[config.mk]
export PLATFORM = sky130hd
export DESIGN_NAME = carrier_qual
export DESIGN_NICKNAME = d
export VERILOG_FILES = /design/src/rtl/cdq_pkg.sv /design/src/rtl/cdq_thresh.sv /design/src/rtl/cdq_hold.sv /design/src/rtl/cdq_qual.sv /design/src/rtl/carrier_qual.sv
export SDC_FILE = /design/constraint.sdc
export NUM_CORES = 1
export LEC_CHECK = 0
export BUFFER_PORTS_ARGS = -buffer_cell sky130_fd_sc_hd__buf_2
export CORE_ASPECT_RATIO = 0.6
export CORE_UTILIZATION = 45
export CTS_CLUSTER_SIZE = 20
export DETAILED_ROUTE_END_ITERATION = 10
export HOLD_SLACK_MARGIN = 0.02
export SLEW_MARGIN = 10
export SYNTH_ARGS = -nofsm -noshare
export SYNTH_HDL_FRONTEND = slang
export SYNTH_HIERARCHICAL = 1
export SYNTH_SLANG_ARGS = --single-unit
[constraint.sdc]
create_clock -name clk -period 3.75 [get_ports clk]
set_clock_uncertainty 0.05 [all_clocks]
set_input_delay 0.5625 -clock clk [delete_from_list [all_inputs] [get_ports clk]]
set_output_delay 0.5625 -clock clk [all_outputs]
set_load 0.01 [all_outputs]
[src/rtl/cdq_pkg.sv]
package cdq_pkg;
    // turn-off threshold = thr_on * OFF_NUM / 2**OFF_SHIFT (about -3 dB)
    localparam int OFF_NUM   = 181;
    localparam int OFF_SHIFT = 8;

    typedef enum logic {
        ST_IDLE = 1'b0,
        ST_LOCK = 1'b1
    } cd_state_e;
endpackage

[src/rtl/cdq_thresh.sv]
module cdq_thresh #(
    parameter int LW = 12
) (
    input  logic [LW-1:0] lvl_code,
    input  logic [LW-1:0] thr_on,
    input  logic          locked,
    output logic          above
);
    import cdq_pkg::*;

    localparam int PW = LW + OFF_SHIFT;

    logic [PW-1:0] prod;
    logic [LW-1:0] thr_off;

    always_comb begin
        prod    = PW'(thr_on) * PW'(OFF_NUM);
        thr_off = prod[PW-1:OFF_SHIFT];
        above   = locked ? (lvl_code >= thr_off) : (lvl_code >= thr_on);
    end
endmodule

[src/rtl/cdq_hold.sv]
module cdq_hold #(
    parameter int HOLD = 117
) (
    input  logic clk,
    input  logic rst_n,
    input  logic stb,
    input  logic above,
    output logic present
);
    localparam int HW = $clog2(HOLD + 1);

    typedef struct packed {
        logic [HW-1:0] win;
    } hold_t;

    hold_t s_d, s_q;

    always_comb begin
        s_d     = s_q;
        present = above || (s_q.win != '0);
        if (stb) begin
            if (above)
                s_d.win = HW'(HOLD);
            else if (s_q.win != '0)
                s_d.win = s_q.win - 1'b1;
        end
    end

    always_ff @(posedge clk or negedge rst_n) begin
        if (!rst_n) s_q <= '0;
        else        s_q <= s_d;
    end
endmodule

[src/rtl/cdq_qual.sv]
module cdq_qual #(
    parameter int CW = 16
) (
    input  logic          clk,
    input  logic          rst_n,
    input  logic          stb,
    input  logic          present,
    input  logic [CW-1:0] on_len,
    input  logic [CW-1:0] off_len,
    output logic          locked
);
    import cdq_pkg::*;

    typedef struct packed {
        cd_state_e     st;
        logic [CW-1:0] on_cnt;
        logic [CW-1:0] off_cnt;
    } qual_t;

    qual_t s_d, s_q;
    logic [CW:0] on_nxt, off_nxt;

    always_comb begin
        s_d     = s_q;
        on_nxt  = {1'b0, s_q.on_cnt} + 1'b1;
        off_nxt = {1'b0, s_q.off_cnt} + 1'b1;
        if (stb) begin
            if (s_q.st == ST_IDLE) begin
                s_d.off_cnt = '0;
                if (!present) begin
                    s_d.on_cnt = '0;
                end else if (on_nxt >= {1'b0, on_len}) begin
                    s_d.st     = ST_LOCK;
                    s_d.on_cnt = '0;
                end else begin
                    s_d.on_cnt = on_nxt[CW-1:0];
                end
            end else begin
                s_d.on_cnt = '0;
                if (present) begin
                    s_d.off_cnt = '0;
                end else if (off_nxt >= {1'b0, off_len}) begin
                    s_d.st      = ST_IDLE;
                    s_d.off_cnt = '0;
                end else begin
                    s_d.off_cnt = off_nxt[CW-1:0];
                end
            end
        end
        locked = (s_q.st == ST_LOCK);
    end

    always_ff @(posedge clk or negedge rst_n) begin
        if (!rst_n) s_q <= '{st: ST_IDLE, on_cnt: '0, off_cnt: '0};
        else        s_q <= s_d;
    end
endmodule

[src/rtl/carrier_qual.sv]
module carrier_qual #(
    parameter int LW   = 12,
    parameter int CW   = 16,
    parameter int HOLD = 117
) (
    input  logic          clk,
    input  logic          rst_n,
    input  logic          lvl_stb,
    input  logic [LW-1:0] lvl_code,
    input  logic [LW-1:0] thr_on,
    input  logic [CW-1:0] on_len,
    input  logic [CW-1:0] off_len,
    input  logic          rxd_in,
    output logic          cd_n,
    output logic          rxd_out
);
    logic above;
    logic present;
    logic locked;

    cdq_thresh #(.LW(LW)) u_thresh (
        .lvl_code (lvl_code),
        .thr_on   (thr_on),
        .locked   (locked),
        .above    (above)
    );

    cdq_hold #(.HOLD(HOLD)) u_hold (
        .clk     (clk),
        .rst_n   (rst_n),
        .stb     (lvl_stb),
        .above   (above),
        .present (present)
    );

    cdq_qual #(.CW(CW)) u_qual (
        .clk     (clk),
        .rst_n   (rst_n),
        .stb     (lvl_stb),
        .present (present),
        .on_len  (on_len),
        .off_len (off_len),
        .locked  (locked)
    );

    always_comb begin
        cd_n    = ~locked;
        rxd_out = rxd_in | ~locked;
    end
endmodule

# Yosys cells after proc, flatten, opt, wreduce, memory -nomap -nowiden
# Index checks and enable logic that the tools add are counted.
# word_totals
ff_bits	40
inputBits	60
wordCells	30
out_inout_bits	2
# op_classes
n_lt_le_gt_ge	4
bitwise	2
mul	1
reduce_logical	4
n_addsub	3
mux	12
# ops
cell	count
two-way mux 16 bit	4
adder 16 x 1 -> 17 bit (second input constant)	2
greater-or-equal comparator 17 x 16 -> 1 bit	2
two-way mux 33 bit	1
greater-or-equal comparator 12 bit	2
multiplier 12 x 8 -> 20 bit (second input constant)	1
two-way mux 7 bit	2
nonzero test 7 bit	1
subtractor 7 x 1 -> 7 bit (second input constant)	1
two-way mux 1 bit	5
AND reduction 2 bit	1
nonzero test 2 bit	1
logical OR 1 bit	1
inverter 1 bit	1
OR 1 bit	1

# Depth between registers and ports, before layout
# Gate-level depths: netlist of the first run.
# depth
ltp_word	6
mapped_depth	26
depth_no_buf	25

# Modules after synthesis
# Netlist of the first run, hierarchy kept.
# by_module_without_submodules
mod	area_each_um2	n_inst	cells_each
cdq_qual	2795.2	1	317
cdq_thresh	2362.3	1	272
cdq_hold	419.2	1	43
carrier_qual	10.0	1	2

# Worst setup path before layout of the first run
# Ideal clock, no wire load.
# synth_timing
kind	input to register
startpoint	input thr_on[2]
endpoint	register u_qual/s_q[16] (netlist bit)
stages	24
setup_time_ns	0.125
t_arrival_ns	6.032
path_slack_ns	-2.457
path_buffers	2
path_cell_list	ha_1 > xor2_1 > ha_1 > fa_1 > inv_1 > fa_1 > inv_1 > ha_1 > and3_1 > nand4_1 > or3b_4 > nand3b_4 > mux2i_1 > ha_1 > nor2b_1 > o21ai_0 > nand3b_1 > o32a_1 > or3_1 > clkbuf_1 > nand2_1 > nor2_2 > buf_2 > mux2_2
# synth_between
elab_chain_cells	6
# synth_lines
item	line_no	rtl
start, declared	carrier_qual.sv:10	input logic [LW-1:0] thr_on,
multiplier 12 x 8 -> 20 bit	cdq_thresh.sv:17	prod = PW'(thr_on) * PW'(OFF_NUM);
greater-or-equal comparator 12 bit	cdq_thresh.sv:19	above = locked ? (lvl_code >= thr_off) : (lvl_code >= thr_on);
two-way mux 1 bit (*)	cdq_thresh.sv:19	
named net above	carrier_qual.sv:17	logic above;
logical OR 1 bit (*)	cdq_hold.sv:20	present = above || (s_q.win != '0);
named net present	carrier_qual.sv:18	logic present;
two-way mux 16 bit (*)	cdq_qual.sv:30	if (!present) begin
two-way mux 33 bit (*)	cdq_qual.sv:28	if (s_q.st == ST_IDLE) begin
end signal, assigned	cdq_qual.sv:54	if (!rst_n) s_q <= '{st: ST_IDLE, on_cnt: '0, off_cnt: '0};
end, declared	cdq_qual.sv:20	qual_t s_d, s_q;
# The timed path passes the listed nets; every way through them passes the cells marked *.
# A chain may end at the register's enable or synchronous reset.

# Worst setup path after layout of the first run
# layout_timing
startpoint	input thr_on[5]
endpoint	register u_qual/s_q[26] (netlist bit)
# Same word-level chain as after synthesis.

==> flow_summary.json, run 1 <==
{
  "synth.cell_area_mm2": 0.00559,
  "reg2reg_depth": 11,
  "port-buffer-count": 61,
  "die_h_um": 88.3,
  "grt_max_degree": 41,
  "vias": 5251,
  "slew_headroom_pct": 36.3,
  "vdd_drop_max_mv": 0.246,
  "critPathKind": "input port to flip-flop",
  "grt_usage_pct": 25.7,
  "fin_util_pct": 60.9,
  "syn_nets": 827,
  "grt_use_met2_pct": 37.5,
  "timing.final.hold_violations": 0,
  "core_area_mm2": 0.0121,
  "hpwl_mm": 13.0,
  "crit_path_end": "u_qual/s_q[26]$_DFFE_PN0P_",
  "cts.sinks": 40,
  "fin_ws_ps": -2120,
  "status": "finished, violations left",
  "rows": 31,
  "clkTransAtPathRegs_ps": 60,
  "rrSetupSlack_ps": 200,
  "worst-path-buf-inv": 7,
  "area_growth_pct": 31.6,
  "r2r_end": "u_qual/s_q[5]$_DFFE_PN0P_",
  "path_max_fanout": 6,
  "slowest_stage": "fa_1",
  "synth_ff_type": "dfrtp_1",
  "worst_hold_path_type": "input port to asynchronous set/reset pin",
  "max_freq_mhz": 170,
  "n_antenna_cell": 0,
  "slew_viol_final": 0,
  "stdcell_count": 953,
  "setup_viol": 40,
  "synth_edf_count": 0,
  "grt_use_met1_pct": 40.5,
  "grt.busiest_layer": "met1",
  "drt-total-wl_mm": 16.1,
  "grt_pass1_wl_mm": 25.8,
  "dp.cells": 934,
  "hold_slack_ps": 370,
  "critPathMaxStageDelay_ps": 560,
  "worstPathArrival_ps": 5990,
  "ys_seq_area_share_pct": 17.9,
  "syn_area_per_cell_um2": 8.81,
  "fin_total_pwr_w": 0.00358,
  "cp.required_ps": 3870,
  "grt_pass1_vias": 4926,
  "timing.rr.start": "u_qual/s_q[6]$_DFFE_PN0P_",
  "initial_core_util_pct": 46.3,
  "vias_per_cell": 5.51,
  "drc": 0,
  "cts-root-buf": "clkbuf_16",
  "synth_cell_types": 69,
  "drtIter0Drc": 319,
  "ys_ff_latch": 40,
  "cts-htree-levels": 2,
  "fin_tns_setup_ps": -80760,
  "clock_path_buffers": 2,
  "grt_overflow": 0,
  "powerDensity_mw_per_mm2": 487,
  "final_nets": 980,
  "path_depth": 25,
  "floorplan.die.width_um": 146,
  "path_delay_family": "adder cells",
  "dieArea_mm2": 0.0129,
  "drive_gt1_share_pct": 31.0,
  "synthCells": 634,
  "cts_made_buffers": 5,
  "cellLeakagePower_nw": 3.76,
  "antenna_found_initial": 0,
  "final_antenna_net_count": 0,
  "wl_per_cell_um": 16.9,
  "cp-end-kind": "flip-flop",
  "failed_checks": "setup timing",
  "worst_pin_slew_ps": 955,
  "async_flop_share_pct": 100,
  "io_pins": 62,
  "rsz0062_at_grt": "yes",
  "min_period_over_period_pct": 156,
  "setup.worst_path.start_class": "input port",
  "insertion_delay_ps": 290,
  "cts_tree": "done",
  "yosysWarningCount": 6,
  "period_minus_slack_ps": 5870,
  "maxCapViolCount": 0,
  "dr.pass1.iters": 5,
  "gp_congestion": 0.998,
  "critPathLaunch": "thr_on[5]",
  "grtUsageMet3_pct": 4.18
}
[synth_stat cells, types with 3 or more instances]
cell         n  area, um^2
nor2_1      24        90.1
a211o_1      4        35.0
nand2b_1     6        37.5
mux2i_1      3        30.0
and4_1       3        26.3
ha_1       111        1390
o21a_1       3        22.5
buf_2        4        20.0
a22o_1       9        78.8
or3_1        3        18.8
o2bb2ai_2    3        45.0
nand3_2      4        40.0
o31ai_1      5        37.5
o21ai_1      4        20.0
o2bb2ai_1    6        52.6
o41ai_1      3        26.3
nand4_1     18         113
a21o_1      13        97.6
and3_1       6        37.5
nor3_1      11        55.1
fa_1        22         440
a31oi_1      3        18.8
a211oi_1     6        45.0
dfrtp_1     40        1000
and2_1       4        25.0
a31o_1       3        26.3
a21oi_1     30         150
a32o_1       3        30.0
xnor2_1     24         210
clkbuf_1     7        26.3
a221o_1      4        40.0
inv_1       92         345
nand3_1     24         120
o211ai_1     3        22.5
xor2_1      17         149
nand2_1     49         184
nor2b_1      5        31.3
o21ai_0     13        65.1
nand3b_1     4        30.0
[logic make-up (layout without fill, tap and decap cells)]
kind of cell | Yosys count | after routing | synth area share (%)
multiplexers | 4 | 4 | 0.739
AND/OR/NAND/NOR | 179 | 180 | 17.3
flip-flops | 40 | 40 | 17.9
buffers and inverters | 104 | 257 | 7.21
AO/OA/AOI/OAI | 133 | 133 | 17.6
adder cells (fa/ha/maj) | 133 | 133 | 32.7
XOR/XNOR | 41 | 41 | 6.43
[metal layers]
metal	part of all wire [%]	routed length [um]
met5	0	0
met4	0.075	12
met3	6.0	960
met2	41	6570
met1	53	8540
[flip-flops by register name (all words and copies together) (netlist names)]
signal         count
u_qual/s_q        32
u_hold/s_q         7
u_qual/locked      1
[cells in the final DEF (no fill, tap or decap), types with 13 or more instances in the layout]
master   instances
a21oi_1         24
nand2_1         48
xnor2_1         23
fa_1            22
nor2_1          23
xor2_1          16
ha_1            92
buf_4           95
dfrtp_1         40
buf_2           54
a21o_1          13
nand3_1         22
inv_1           86
ha_4            15
nand4_1         18
[stage by stage]
step	worst slack, ps	area [um^2]
after floorplan	-2040	5770
after global placement	-2530	6850
after detailed placement	-2650	6850
after CTS	-2060	7240
after global routing	-2260	7350
final	-2120	7350
[power breakdown]
| part | internal (W) | total, W | switching [W] |
|---|---|---|---|
| Clock | 0.000263 | 0.000442 | 0.000180 |
| Combinational | 0.00137 | 0.00266 | 0.00129 |
| Sequential | 0.000455 | 0.000479 | 0.0000241 |
| Total | 0.00208 | 0.00358 | 0.00150 |
[how the worst min path moves through the flow]
stage | endpoint | slack, ps | cells past startpoint
floorplan | u_hold/s_q[0]$_DFFE_PN0P_ | 220 | 0
global placement | u_hold/s_q[6]$_DFFE_PN0P_ | 440 | 1
CTS | u_qual/s_q[28]$_DFFE_PN0P_ | 410 | 1
finish | u_qual/s_q[28]$_DFFE_PN0P_ | 370 | 1
global route | u_qual/s_q[28]$_DFFE_PN0P_ | 450 | 1
detailed placement | u_hold/s_q[6]$_DFFE_PN0P_ | 440 | 1
[area by class of cell]
class | instances | area [um^2]
Inverter | 92 | 345
Clock inverter | 2 | 10.0
Fill cell | 1089 | 4710
Multi-Input combinational cell | 491 | 4570
Sequential cell | 40 | 1000
Tap cell | 165 | 206
Clock buffer | 6 | 139
Timing Repair Buffer | 157 | 1080
[repair_timing]
item	CTS	global route
gates cloned	1	0
gates resized for setup	36	24
pin swaps	23	28
buffers inserted	6	4
setup endpoints to repair	40	40
hold buffers	0	0
(Power assumes the default switching activity.)
==> run 2, diff against run 1 <==
==> constraint.sdc (replaced) <==
create_clock -name clk -period 3.75 [get_ports clk]
set_clock_uncertainty 0.05 [all_clocks]
set_input_delay 0.1875 -clock clk [delete_from_list [all_inputs] [get_ports clk]]
set_output_delay 0.1875 -clock clk [all_outputs]
set_load 0.01 [all_outputs]
==> flow_summary.json, run 2 (synthesis gave the netlist of run 1 again) <==
{
  "initial_core_util_pct": 46.3,
  "grt_pass1_wl_mm": 25.7,
  "critPathKind": "input port to flip-flop",
  "cp_common_cell": "buf_6",
  "cts_made_buffers": 5,
  "grt_overflow": 0,
  "worst-path-buf-inv": 7,
  "max_freq_mhz": 183,
  "io_pins": 62,
  "die_h_um": 88.3,
  "hold_slack_ps": -15.5,
  "final_common_cell": "ha_1",
  "worst_pin_slew_ps": 993,
  "period_minus_slack_ps": 5450,
  "failed_checks": "hold timing, setup timing",
  "floorplan.die.width_um": 146,
  "critPathMaxStageDelay_ps": 520,
  "layout_common_cells": "ha_1 (92), buf_4 (89), inv_1 (88), buf_2 (54), nand2_1 (48)",
  "cts-root-buf": "clkbuf_16",
  "slew_viol_final": 0,
  "drive_gt1_share_pct": 31.0,
  "cts-htree-levels": 2,
  "grt_usage_pct": 25.4,
  "cp.required_ps": 3880,
  "cts_tree": "done",
  "slowest_stage": "fa_1",
  "hpwl_mm": 12.8,
  "clock_path_buffers": 2,
  "core_area_mm2": 0.0121,
  "worstPathArrival_ps": 5580,
  "vdd_drop_max_mv": 0.281,
  "top_register": "u_qual/s_q",
  "drc": 0,
  "cellLeakagePower_nw": 3.80,
  "clkTransAtPathRegs_ps": 60,
  "n_antenna_cell": 0,
  "dieArea_mm2": 0.0129,
  "gp_congestion": 0.998,
  "min_period_over_period_pct": 145,
  "largest_reg_flops": 32,
  "maxCapViolCount": 0,
  "rows": 31,
  "final_nets": 980,
  "grt_max_degree": 41,
  "powerDensity_mw_per_mm2": 485,
  "path_max_fanout": 6,
  "insertion_delay_ps": 290,
  "fin_ws_ps": -1700,
  "final_antenna_net_count": 0,
  "setup.worst_path.start_class": "input port",
  "rsz0062_at_grt": "yes",
  "placedInstanceArea_mm2": 0.00684,
  "dr.pass1.iters": 5,
  "vias_per_cell": 5.48,
  "rrSetupSlack_ps": 180,
  "slew_headroom_pct": 33.7,
  "grt_pass1_vias": 4986,
  "worst_hold_path_type": "input port to asynchronous set/reset pin",
  "setup_viol": 40,
  "antenna_found_initial": 0,
  "drt-total-wl_mm": 15.9,
  "fin_util_pct": 62.1,
  "path_delay_family": "adder cells",
  "area_growth_pct": 34.0,
  "drtIter0Drc": 264,
  "status": "finished, violations left",
  "cts.sinks": 40,
  "port-buffer-count": 61,
  "timing.final.hold_violations": 13,
  "fin_area_mm2": 0.00749,
  "vias": 5221,
  "wl_per_cell_um": 16.7,
  "cp-end-kind": "flip-flop"
}
## run 2: area by class of cell
type | instances | area [um^2]
clock buffer | 6 | 129
clock inverter | 2 | 35.0
fill | 1051 | 4580
inverter | 92 | 345
multi-input combinational | 491 | 4650
sequential | 40 | 1000
tap | 165 | 206
timing repair buffer | 157 | 1120
## run 2: per-layer routing
| layer | part of all wire (%) | vias to the layer above | GRT usage [%] |
|---|---|---|---|
| met5 | 0 | - | 0 |
| li1 | - | 2581 | - |
| met2 | 40 | 128 | 36.5 |
| met4 | 0.41 | 0 | 2.39 |
| met1 | 53 | 2505 | 39.9 |
| met3 | 6.0 | 7 | 4.74 |
## run 2: timing repair
| item | in CTS | in global routing |
|---|---|---|
| pin swaps | 35 | 27 |
| hold buffers | 0 | 0 |
| buffers inserted | 7 | 7 |
| resized for setup | 50 | 33 |
| gates cloned | 1 | 0 |
| setup endpoints to repair | 40 | 40 |
## run 2: power breakdown
| part | leakage (nW) | internal [W] | switching (W) |
|---|---|---|---|
| combinational | 3.18 | 0.00138 | 0.00127 |
| clock | 0.0808 | 0.000313 | 0.000184 |
| sequential | 0.535 | 0.000455 | 0.0000247 |
| total | 3.80 | 0.00215 | 0.00148 |
## run 2: worst paths after layout
path,endpoint,startpoint,cells past startpoint
max,u_qual/s_q[26]$_DFFE_PN0P_,thr_on[3],27
min,u_qual/s_q[28]$_DFFE_PN0P_,rst_n,1
max reg2reg,u_qual/s_q[5]$_DFFE_PN0P_,u_qual/s_q[6]$_DFFE_PN0P_,11
min reg2reg,u_hold/s_q[6]$_DFFE_PN0P_,u_hold/s_q[6]$_DFFE_PN0P_,1
max in group asynchronous,u_qual/s_q[7]$_DFFE_PN0P_,rst_n,1
min in group clk,u_qual/s_q[12]$_DFFE_PN0P_,lvl_stb,2
## run 2: stage by stage
stage	setup WS (ps)	hold WS, ps	power [W]	setup TNS (ps)	instances
after CTS	-1700	34.2	0.00342	-63680	949
after floorplan	-1660	-158	0.00191	-58670	634
after global routing	-1890	60.6	0.00393	-71080	953
final	-1700	-15.5	0.00363	-63400	953
after detailed placement	-2290	337	0.00279	-85450	933
after global placement	-2150	337	0.00276	-80650	933
## run 2: worst reg2reg max path, delay by kind of cell, from the launching register on
family                     cells  cell delay [ps]
adders and majority gates      1              310
xor gates and xnor gates       1              170
AOI/OAI and AO/OA              2             1150
DFF                            1              490
buffers and inverters          1              180
and+or+nand+nor                6             1100
